**src/rtl/tri_phase_pwm.sv**
```systemverilog
module tri_phase_pwm #(
  parameter int CW = 12,
  parameter int DW = 8
) (
  input  logic            clk,
  input  logic            rst_n,
  input  logic            center_mode,
  input  logic [CW-1:0]   top_val,
  input  logic [3*CW-1:0] cmp_all,
  input  logic [CW-1:0]   adc_at,
  input  logic [DW-1:0]   dead_cycles,
  input  logic [2:0]      pol_a,
  input  logic [2:0]      pol_b,
  input  logic [2:0]      estop,
  input  logic            safe_hiz,
  input  logic            fault_clr,
  output logic [2:0]      pwm_a,
  output logic [2:0]      pwm_b,
  output logic            out_en,
  output logic            adc_pulse,
  output logic            fault
);
  localparam int NCH = 3;
  localparam logic [CW-1:0] ONE = CW'(1);

  logic [CW-1:0] cnt, top_s, adc_s;
  logic          up, fault_q;
  logic [NCH-1:0] raw, lv, a_act, b_act;
  logic          pe, force_off;

  // end of period: next count is 0 and shadows load
  assign pe = center_mode ? (up ? (top_s == '0 || (cnt >= top_s && cnt <= ONE)) : (cnt <= ONE))
                          : (cnt >= top_s);
  assign force_off = !rst_n || fault_q || (|estop);

  always_ff @(posedge clk) begin
    if (!rst_n) begin
      cnt <= '0; up <= 1'b1; top_s <= '0; adc_s <= '0;
    end else if (pe) begin
      cnt <= '0; up <= 1'b1; top_s <= top_val; adc_s <= adc_at;
    end else if (!center_mode || (up && cnt < top_s)) begin
      cnt <= cnt + ONE;
    end else begin
      up  <= 1'b0;
      cnt <= cnt - ONE;
    end
  end

  always_ff @(posedge clk) begin
    if (!rst_n)          fault_q <= 1'b0;
    else if (|estop)     fault_q <= 1'b1;
    else if (fault_clr)  fault_q <= 1'b0;
  end

  for (genvar i = 0; i < NCH; i++) begin : g_ch
    logic [CW-1:0] cmp_s;
    logic [DW-1:0] dc;

    always_ff @(posedge clk) begin
      if (!rst_n)  cmp_s <= '0;
      else if (pe) cmp_s <= cmp_all[i*CW +: CW];
    end

    assign raw[i] = cnt < cmp_s;

    always_ff @(posedge clk) begin
      if (!rst_n) begin
        lv[i] <= 1'b0; dc <= '0;
      end else if (raw[i] != lv[i]) begin
        if (dc == dead_cycles) begin
          lv[i] <= raw[i]; dc <= '0;
        end else begin
          dc <= dc + DW'(1);
        end
      end else begin
        dc <= '0;
      end
    end

    assign a_act[i] = lv[i] && raw[i] && !force_off;
    assign b_act[i] = !lv[i] && !raw[i] && !force_off;

    assert_no_overlap_R4: assert property (@(posedge clk) disable iff (!rst_n)
      !((pwm_a[i] ^ pol_a[i]) && (pwm_b[i] ^ pol_b[i])));
    assert_gap_after_high_R3: assert property (@(posedge clk) disable iff (!rst_n)
      $fell(a_act[i]) |-> !b_act[i]);
    assert_gap_after_low_R3: assert property (@(posedge clk) disable iff (!rst_n)
      $fell(b_act[i]) |-> !a_act[i]);
  end

  assign pwm_a     = a_act ^ pol_a;
  assign pwm_b     = b_act ^ pol_b;
  assign out_en    = !(force_off && safe_hiz);
  assign adc_pulse = (cnt == adc_s) && (up || !center_mode);
  assign fault     = fault_q;

  assert_cnt_in_range_R1: assert property (@(posedge clk) disable iff (!rst_n)
    cnt <= top_s);
  assert_adc_single_R7: assert property (@(posedge clk) disable iff (!rst_n)
    (adc_pulse && !pe && top_s != '0) |=> !adc_pulse);
  assert_fault_sets_R9: assert property (@(posedge clk) disable iff (!rst_n)
    (|estop) |=> fault);
  assert_fault_holds_R9: assert property (@(posedge clk) disable iff (!rst_n)
    (fault && !fault_clr) |=> fault);
  assert_stop_quiet_R8: assert property (@(posedge clk) disable iff (!rst_n)
    (|estop) |-> (pwm_a == pol_a && pwm_b == pol_b));
endmodule

```
**config.mk**
```make
export PLATFORM = sky130hd
export DESIGN_NAME = tri_phase_pwm
export DESIGN_NICKNAME = d
export VERILOG_FILES = /design/src/rtl/tri_phase_pwm.sv
export SDC_FILE = /design/constraint.sdc
export NUM_CORES = 1
export LEC_CHECK = 0
export BUFFER_PORTS_ARGS = -buffer_cell sky130_fd_sc_hd__clkbuf_2
export CAP_MARGIN = 20
export CORE_AREA = 8 8 116 118
export CTS_CLUSTER_DIAMETER = 30
export DETAILED_ROUTE_END_ITERATION = 10
export DIE_AREA = 0 0 124 126
export PLACE_DENSITY = 0.76
export SKIP_LAST_GASP = 1
export SLEW_MARGIN = 25
export SYNTH_ARGS = -nofsm -noshare
export SYNTH_HDL_FRONTEND = slang
export SYNTH_SLANG_ARGS = --single-unit
```
**constraint.sdc**
```tcl
create_clock -name clk -period 3.29 [get_ports clk]
set_input_delay 0.329 -clock clk [delete_from_list [all_inputs] [get_ports clk]]
set_output_delay 0.329 -clock clk [all_outputs]
set_load 0.01 [all_outputs]
```
======== After elaboration in Yosys (flattened, before gate mapping) ========
Cells that the tools add are included.
cells by class
  $add $sub $neg .......................... 5
  $lt $le $gt $ge ......................... 6
  eq/ne operators ......................... 7
  mux-type cells .......................... 5
  bitwise operators ....................... 6
  reductions and logical operators ........ 41
operator list
  kind                                                                                number
  12-bit < comparator                                                                 4
  8-bit by 1-bit adder with 8-bit output (second input constant)                      3
  8-bit equality test                                                                 3
  1-bit logical AND                                                                   16
  12-bit by 1-bit adder with 12-bit output (second input constant)                    1
  12-bit equality test                                                                1
  12-bit >= comparator                                                                1
  12-bit by 1-bit less-or-equal comparator with 1-bit output (second input constant)  1
  12-bit logical NOT                                                                  1
  12-bit two-way mux                                                                  1
  3-bit OR reduction                                                                  4
  12-bit by 1-bit subtractor with 12-bit output (second input constant)               1
  1-bit logical NOT                                                                   10
  2-bit AND reduction                                                                 3
  3-bit XOR                                                                           2
  1-bit logical OR                                                                    5
  1-bit two-way mux                                                                   4
  1-bit NOT                                                                           4
  1-bit != test                                                                       3
  2-bit nonzero test                                                                  1
  2-bit OR reduction                                                                  1
word-level totals
  bits in registers ....................... 101
  input port bits ......................... 82
  output and inout bits ................... 9
  word-level logic and storage cells ...... 84

======== Logic depth before layout (Yosys ltp) ========
Gate-level depths: netlist of run 1.
  word-level depth ........................ 6
  depth in mapped cells ................... 13
  mapped depth without buffers ............ 13

======== Worst setup path after synthesis of run 1 ========
Ideal clock, no wire load.
  path type ............................... reg2reg
  from .................................... register cnt[5]
  to ...................................... register g_ch[0].dc[2]
  setup time .............................. 0.065 ns
  arrival ................................. 2.648 ns
  data required time ...................... 3.225 ns
  slack ................................... 0.577 ns
  cell stages (with the launch flop) ...... 13
  buffers on the path ..................... 1
  clock period less this slack ............ 2.713 ns
  path through ............................ dfxtp_1 -> ha_1 -> a21o_1 -> a21o_1 -> a2111oi_0 -> o21a_1 -> o21ai_0 -> a21o_1 -> ha_1 -> nand2_1 -> or2_2 -> clkbuf_1 -> nor2_1
on the way
  word-level cells in the longest chain between the ends .. 4
ends and longest elaborated chain
  item                                 line  RTL
  start, declared                      26    logic [CW-1:0] cnt, top_s, adc_s;
  start signal, assigned               42    cnt <= cnt + ONE;
  start signal, assigned               45    cnt <= cnt - ONE;
  12-bit < comparator                  64    assign raw[i] = cnt < cmp_s;
  1-bit != test                        69    end else if (raw[i] != lv[i]) begin
  1-bit NOT (no source line)           n/a
  3-bit OR reduction (no source line)  n/a
  end signal, assigned                 73    dc <= dc + DW'(1);
  end, declared                        57    logic [DW-1:0] dc;
No other way between the ends.
A chain may end at the register's enable or synchronous reset.

======== Worst setup path in the final report of run 1 ========
  from .................................... register g_ch[2].cmp_s[5]
  to ...................................... output pwm_b[2]
on the way
  word-level cells in the longest chain between the ends .. 5
ends and longest elaborated chain
  item                             line  RTL
  start, declared                  56    logic [CW-1:0] cmp_s;
  start signal, assigned           61    else if (pe) cmp_s <= cmp_all[i*CW +: CW];
  12-bit < comparator              64
  1-bit logical NOT                81    assign b_act[i] = !lv[i] && !raw[i] && !force_off;
  1-bit logical AND (2 in series)  81
  3-bit XOR                        92    assign pwm_b = b_act ^ pol_b;
  end, declared                    18    output logic [2:0] pwm_b,
No other way between the ends.

==> run metrics, run 1 <==
Initial Util=0.536; Synth Area in Adders=0.114; root buf cell=clkbuf_16; largest family of logic cells by synthesized area=simple AND/OR/NAND/NOR gates; critical path's top delay family=compound AO/OA/AOI/OAI gates; kind of critical path=register to primary output; Pleak=~3.4 nW; antenna violations before repair=0; Worst EP arrival=2.85 ns; CTS Buf Count=9; cell with the most instances after synthesis=nand2_1; Final Slew Violations=0; cell count after synthesis=742; first-pass GRT wire length=~25000 um; drt first pass iters=4; row cnt=40; Area Growth Syn to Fin=14.2%; DRT antenna net count=0; max incr delay on CP=0.36 ns; sequential area share after synthesis=0.322; CP bufs+invs=2; pre-CTS setup slack=0.238 ns; CP dominant cell by count=a21o_1; CP startpoint=g_ch[2].cmp_s[5]; CP Capture Type=primary output; CP max FO=3; Max transition margin=0.589; DRT iter0 DRCs=roughly 260; maximum clock path buffer count=2; Layout Nets=between 900 and 1000; Clock transition at path regs=0.07 ns; Worst Skew=0.0107 ns; WL/cell=15.6 um; post-DP HPWL=11600 um; pin count of the biggest net entering global routing=between 50 and 60; r2r startpoint=g_ch[2].cmp_s[5]; Compound-Gate Fraction of Synth Area=0.0728; PnR worst setup slack=0.115 ns; All-Layer GR Usage=0.198; Ant. Diodes=0; Setup Buffers After CTS=0; crit-path cells=inv_1 > ha_1 > a21o_1 > a21o_1 > a2111oi_2 > o21ai_1 > a31o_2 > a21o_1 > ha_1 > nand2_1 > xnor2_1 > clkbuf_2; ratio of cells with drive above 1 in the final layout=0.163; number of buffers added on ports=90; Mapped Area=6280 um2; Critical Path Start Type=register; Cell variety after synth=44; syn_area_per_cell=8.46 um2; die area=about 16000 um2; fill cell count=1031; dominant synthesized flop cell=dfxtp_1; share of the synthesized area in the top cell type=0.322; vias in the first global route=around 5500; Synth Area in XOR/XNOR=0.0851; final hold slack=0.182 ns; RSZ-0062 raised after global routing=yes; DRC viols=0; die width=approximately 120 um; minimum clock period=3.17 ns; Max-Cap Viols=0; final wirelength=15100 um; TritonCTS clock tree=done; worst skew pair latency=around 0.36 ns; Synth Area in Simple Gates=0.216; Crit-path slowest cell=a2111oi_2; Worst EP required=2.96 ns; fmax=approximately 0.31 GHz; Die Y=126 um; leading area contributor after synthesis=dfxtp_1; Final Setup Violations=0; synth top area cells=dfxtp_1 32%, mux2i_1 12%, ha_1 11%; final period utilization=0.965; Slew @ Worst Pin=approximately 0.6 ns; Pwr Density=1190 nW/um2; Vias/cell=5.37; YS warnings=0; count of final hold-check violations=0; post-synthesis mux area share=0.124; num ports=91; core area=11700 um2; clock sink total=101; Routability Congestion=0.921; HP Start=adc_at[0]; outcome=completed; #FFs+latches synth=101; total grt overflow=0; Syn Nets=between 800 and 900; maximum vdd drop=between 0.0008 and 0.0009 V; htree depth=3; number of synthesized flops with an enable pin=0; via count=between 5000 and 6000; Synth top cells by count=141 x nand2_1, 101 x dfxtp_1, 78 x mux2i_1; total power=0.00853 W; Synth async-reset ratio=0; Worst Hold Class=input pin to register
## worst paths after layout
kind	cells past startpoint	slack, ns	end
hold reg to reg	2	0.46	g_ch[1].cmp_s[11]
setup reg to reg	11	0.43	g_ch[2].dc[3]
hold / removal	3	0.18	adc_s[0]
setup / recovery	12	0.12	pwm_b[2]
## power breakdown
part | leakage (nW) | total [W] | internal [W] | switching (W)
Combinational | 2.43 | 0.00540 | 0.00254 | 0.00286
Sequential | 0.827 | 0.00208 | 0.00168 | 0.000401
Clock | 0.144 | 0.00105 | 0.000531 | 0.000516
Total | 3.41 | 0.00853 | 0.00475 | 0.00377
## layout make-up
cell class | count | area, um2 | area share
Multi-Input combinational cell | 546 | 3880 | 0.542
Sequential cell | 101 | 2030 | 0.283
Timing Repair Buffer | 102 | 568 | 0.0792
Clock buffer | 9 | 225 | 0.0314
Inverter | 58 | 218 | 0.0304
Tap cell | 147 | 184 | 0.0257
Clock inverter | 7 | 65.1 | 0.00908
## kinds of logic after synthesis
kind of cell               after synthesis
AOI/OAI and AO/OA                       66
adders and majority gates               57
DFF                                    101
muxes                                   78
buffers and inverters                   95
xor gates and xnor gates                61
and+or+nand+nor                        284
## worst register-to-register path, cell delays in order, from the launching register on
cell	delay, ns
dfxtp_1	0.33
inv_1	0.05
ha_1	0.28
a21o_1	0.17
a21o_1	0.18
a2111oi_2	0.36
o21ai_1	0.11
a31o_2	0.29
a21o_1	0.18
ha_1	0.33
o211ai_1	0.31
nor2_1	0.12
## registers in the layout, indices dropped and copies added (netlist names)
name and flops:
g_ch.dc 24, top_s 12, up 1, fault 1, lv 3, cnt 12
g_ch.cmp_s 36, adc_s 12
## cell usage in the layout (no fill, tap or decap), types with 5 or more instances in the layout
cell / n
ha_1: 57
clkbuf_2: 88
dfxtp_1: 98
a21oi_1: 8
xnor2_1: 42
nor4_1: 5
nor3_1: 8
nand4_1: 21
xor2_1: 19
nand2b_1: 8
nand4b_1: 10
clkbuf_16: 9
o21ai_0: 11
nand3_1: 18
and4_1: 6
nand2_1: 141
inv_1: 58
nor2_1: 42
buf_4: 11
and3_1: 11
mux2i_1: 78
a21o_1: 13
## routing by layer
layer,global-route usage,wire length (um)
met1,0.245,6850
met2,0.330,7270
met3,0.0433,775
met4,0.0644,223
met5,0,0
## through the flow
stage | area [um2] | TNS, ns | std cells | utilization
global placement | 6840 | 0 | 954 | 0.584
floorplan | 6280 | 0 | 742 | -
finish | 7170 | 0 | 970 | 0.612
detailed placement | 6840 | 0 | 954 | 0.584
global route | 7170 | -0.0393 | 970 | 0.612
CTS | 7130 | -0.00466 | 970 | 0.609
## repair_timing
item	4_1_cts	5_1_grt
endpoints found under the setup margin	4	6
resized for setup	4	10
hold endpoints to repair	0	0
hold buffers	0	0
pin swaps	0	2
Note: power is estimated with default switching activity, not from simulation.
==> inputs of run 2 (changes only) <==
- BUFFER_PORTS_ARGS: -buffer_cell sky130_fd_sc_hd__clkbuf_2 -> not set
- DONT_BUFFER_PORTS: not set -> 1
- PLACE_DENSITY: 0.76 -> 0.7
==> run metrics, run 2 (synthesized netlist as in run 1, its figures left out) <==
HP Start=adc_at[8] (was adc_at[0]); minimum clock period=3.14 ns (was 3.17 ns); Slew @ Worst Pin=0.645 ns (was 0.613 ns); Biggest register=g_ch.cmp_s (unchanged); r2r startpoint=cnt[5] (was g_ch[2].cmp_s[5]); DRT iter0 DRCs=342 (was 259); die width=124 um (unchanged); Pleak=3.05 nW (was 3.41 nW); pre-CTS setup slack=0.174 ns (was 0.238 ns); CP max FO=5 (was 3); Reg2Reg Setup Slack=0.38 ns (was 0.43 ns); WHS Endpoint=adc_s[8] (was adc_s[0]); WHS Path Cells=2 (was 3); Initial Util=0.536 (unchanged); number of buffers added on ports=0 (was 90); Pwr Density=1240 nW/um2 (was 1190 nW/um2); WL/cell=16.7 um (was 15.6 um); worst skew pair latency=0.36 ns (about the same); Vias/cell=5.62 (was 5.37); core area=11700 um2 (unchanged); All-Layer GR Usage=0.188 (was 0.198); maximum vdd drop=0.000980 V (was 0.000822 V); Clock transition at path regs=0.07 ns (about the same); vias in the first global route=4942 (was 5494); Hold Buf Count CTS=0 (unchanged); commonest non-fill, non-tap cells in the layout=141 x nand2_1, 100 x dfxtp_1, 78 x mux2i_1 (was 141 x nand2_1, 98 x dfxtp_1, 88 x clkbuf_2); Max transition margin=0.568 (was 0.589); maximum clock path buffer count=2 (unchanged); NetSw=0.00361 W (was 0.00377 W); total grt overflow=0 (unchanged); via count=4943 (was 5206); critical path's top delay family=compound AO/OA/AOI/OAI gates (unchanged); DRT antenna net count=0 (unchanged); fmax=0.318 GHz (was 0.315 GHz); CP Capture Type=primary output (unchanged); final period utilization=0.955 (was 0.965); Worst EP required=2.96 ns (about the same); Max-Cap Viols=0 (unchanged); Final Slew Violations=0 (unchanged); Pint=0.00472 W (was 0.00475 W); DRC viols=0 (unchanged); most common cell after layout, fill and taps aside=nand2_1 (unchanged); worst reg2reg path endpoint=g_ch[1].dc[2] (was g_ch[2].dc[3]); htree depth=3 (unchanged); drt first pass iters=7 (was 4); first-pass GRT wire length=23800 um (was 25200 um); max incr delay on CP=0.38 ns (was 0.36 ns); row cnt=40 (unchanged); Seq pwr share=0.246 (was 0.244); die area=15600 um2 (unchanged); CP bufs+invs=0 (was 2); Logic pwr share=0.626 (was 0.633); pin count of the biggest net entering global routing=153 (was 58); number of flip-flops in the largest register=36 (unchanged); Clock power frac=0.128 (was 0.123); Worst Skew=0.0112 ns (was 0.0107 ns); Ant. Diodes=0 (unchanged); Routability Congestion=0.855 (was 0.921); root buf cell=clkbuf_16 (unchanged); final wirelength=14700 um (was 15100 um); post-DP HPWL=10800 um (was 11600 um); clock sink total=101 (unchanged); count of final hold-check violations=0 (unchanged); CTS Buf Count=9 (unchanged); PnR worst setup slack=0.147 ns (was 0.115 ns); Critical Path Start Type=register (unchanged); Die Y=126 um (unchanged); Crit-path slowest cell=a2111oi_4 (was a2111oi_2); kind of critical path=register to primary output (unchanged); Worst EP arrival=2.81 ns (was 2.85 ns); TritonCTS clock tree=done (unchanged); Worst Hold Class=input pin to register (unchanged); antenna violations before repair=0 (unchanged); Top Registers=g_ch.cmp_s x36, g_ch.dc x24 (unchanged); Final Setup Violations=0 (unchanged); Layout Nets=869 (was 957); outcome=completed (unchanged); Sw Share=0.433 (was 0.443); Area Growth Syn to Fin=7.40% (was 14.2%); final hold slack=0.104 ns (was 0.182 ns); ratio of cells with drive above 1 in the final layout=0.0614 (was 0.163); num ports=91 (unchanged); crit-path cells=ha_1 > a21o_1 > a21o_1 > a2111oi_4 > o21ai_2 > a31o_2 > a21oi_1 > ha_1 > nand2_1 > xnor2_2 (was inv_1 > ha_1 > a21o_1 > a21o_1 > a2111oi_2 > o21ai_1 > a31o_2 > a21o_1 > ha_1 > nand2_1 > xnor2_1 > clkbuf_2); worst reg-to-reg path cell count=10 (was 11)
[run 2: cell count changes in the layout (fill, tap and decap cells not counted), moves of 2 or more]
cell        before  now
clkbuf_2        88    0
xnor2_1         42   38
xnor2_2          0    4
dfxtp_2          3    0
inv_6            4    1
buf_4           11   13
clkinvlp_4       0    2
dfxtp_1         98  100
[run 2: cell type report]
type	count	area, um2
Multi-Input combinational cell	546	3910
Timing Repair Buffer	14	118
Clock inverter	5	62.6
Clock buffer	9	225
Tap cell	147	184
Sequential cell	101	2030
Inverter	58	218
Fill cell	1084	4970
[run 2: worst reg2reg max path, delay by kind of cell (launching register included)]
family	cells	cell delay [ns]
AO/OA/AOI/OAI	7	1.64
adder cells (fa/ha/maj)	2	0.65
flip-flops	1	0.37
AND/OR/NAND/NOR	1	0.12
[run 2: how the worst max path moves through the flow]
stage	startpoint	to	slack, ns	depth (start not counted)
2_1_floorplan	cnt[5]	g_ch[0].dc[2]	0.58	12
4_1_cts	cnt[5]	pwm_b[1]	0.04	10
5_1_grt	cnt[5]	pwm_a[1]	-0.01	10
3_5_place_dp	cnt[5]	g_ch[1].dc[6]	0.17	10
6_report	cnt[5]	pwm_a[1]	0.15	10
3_3_place_gp	cnt[5]	g_ch[1].dc[2]	0.33	10
[run 2: power by group through the flow]
stage,logic (W),registers [W],clock network [W]
after floorplan,0.00445,0.00195,0
after global placement,0.00492,0.00206,0
after detailed placement,0.00511,0.00207,0
after CTS,0.00517,0.00205,0.00109
after global routing,0.00575,0.00210,0.00113
final,0.00522,0.00205,0.00107
[run 2: timing repair]
item                                    in CTS  in global routing
hold endpoints to repair                     0                  0
gates resized for setup                      3                 12
setup buffers                                0                  0
pin swaps                                    0                  4
endpoints found under the setup margin       3                  7
[run 2: routing by layer]
metal	part of all wire	GRT usage	vias up
met3	0.054	0.0456	20
met1	0.45	0.237	2322
met5	0	0	-
met2	0.49	0.310	109
met4	0.013	0.0553	0
li1	-	-	2492
[run 2: through the flow]
| stage | instance area, um2 | util | total power (W) | cells | setup TNS [ns] |
|---|---|---|---|---|---|
| 2_1_floorplan | 6280 | - | 0.00640 | 742 | 0 |
| 3_3_place_gp | 6390 | 0.546 | 0.00698 | 866 | 0 |
| 3_5_place_dp | 6390 | 0.546 | 0.00719 | 866 | 0 |
| 4_1_cts | 6690 | 0.571 | 0.00831 | 880 | 0 |
| 5_1_grt | 6740 | 0.576 | 0.00899 | 880 | -0.0148 |
| 6_report | 6740 | 0.576 | 0.00834 | 880 | 0 |
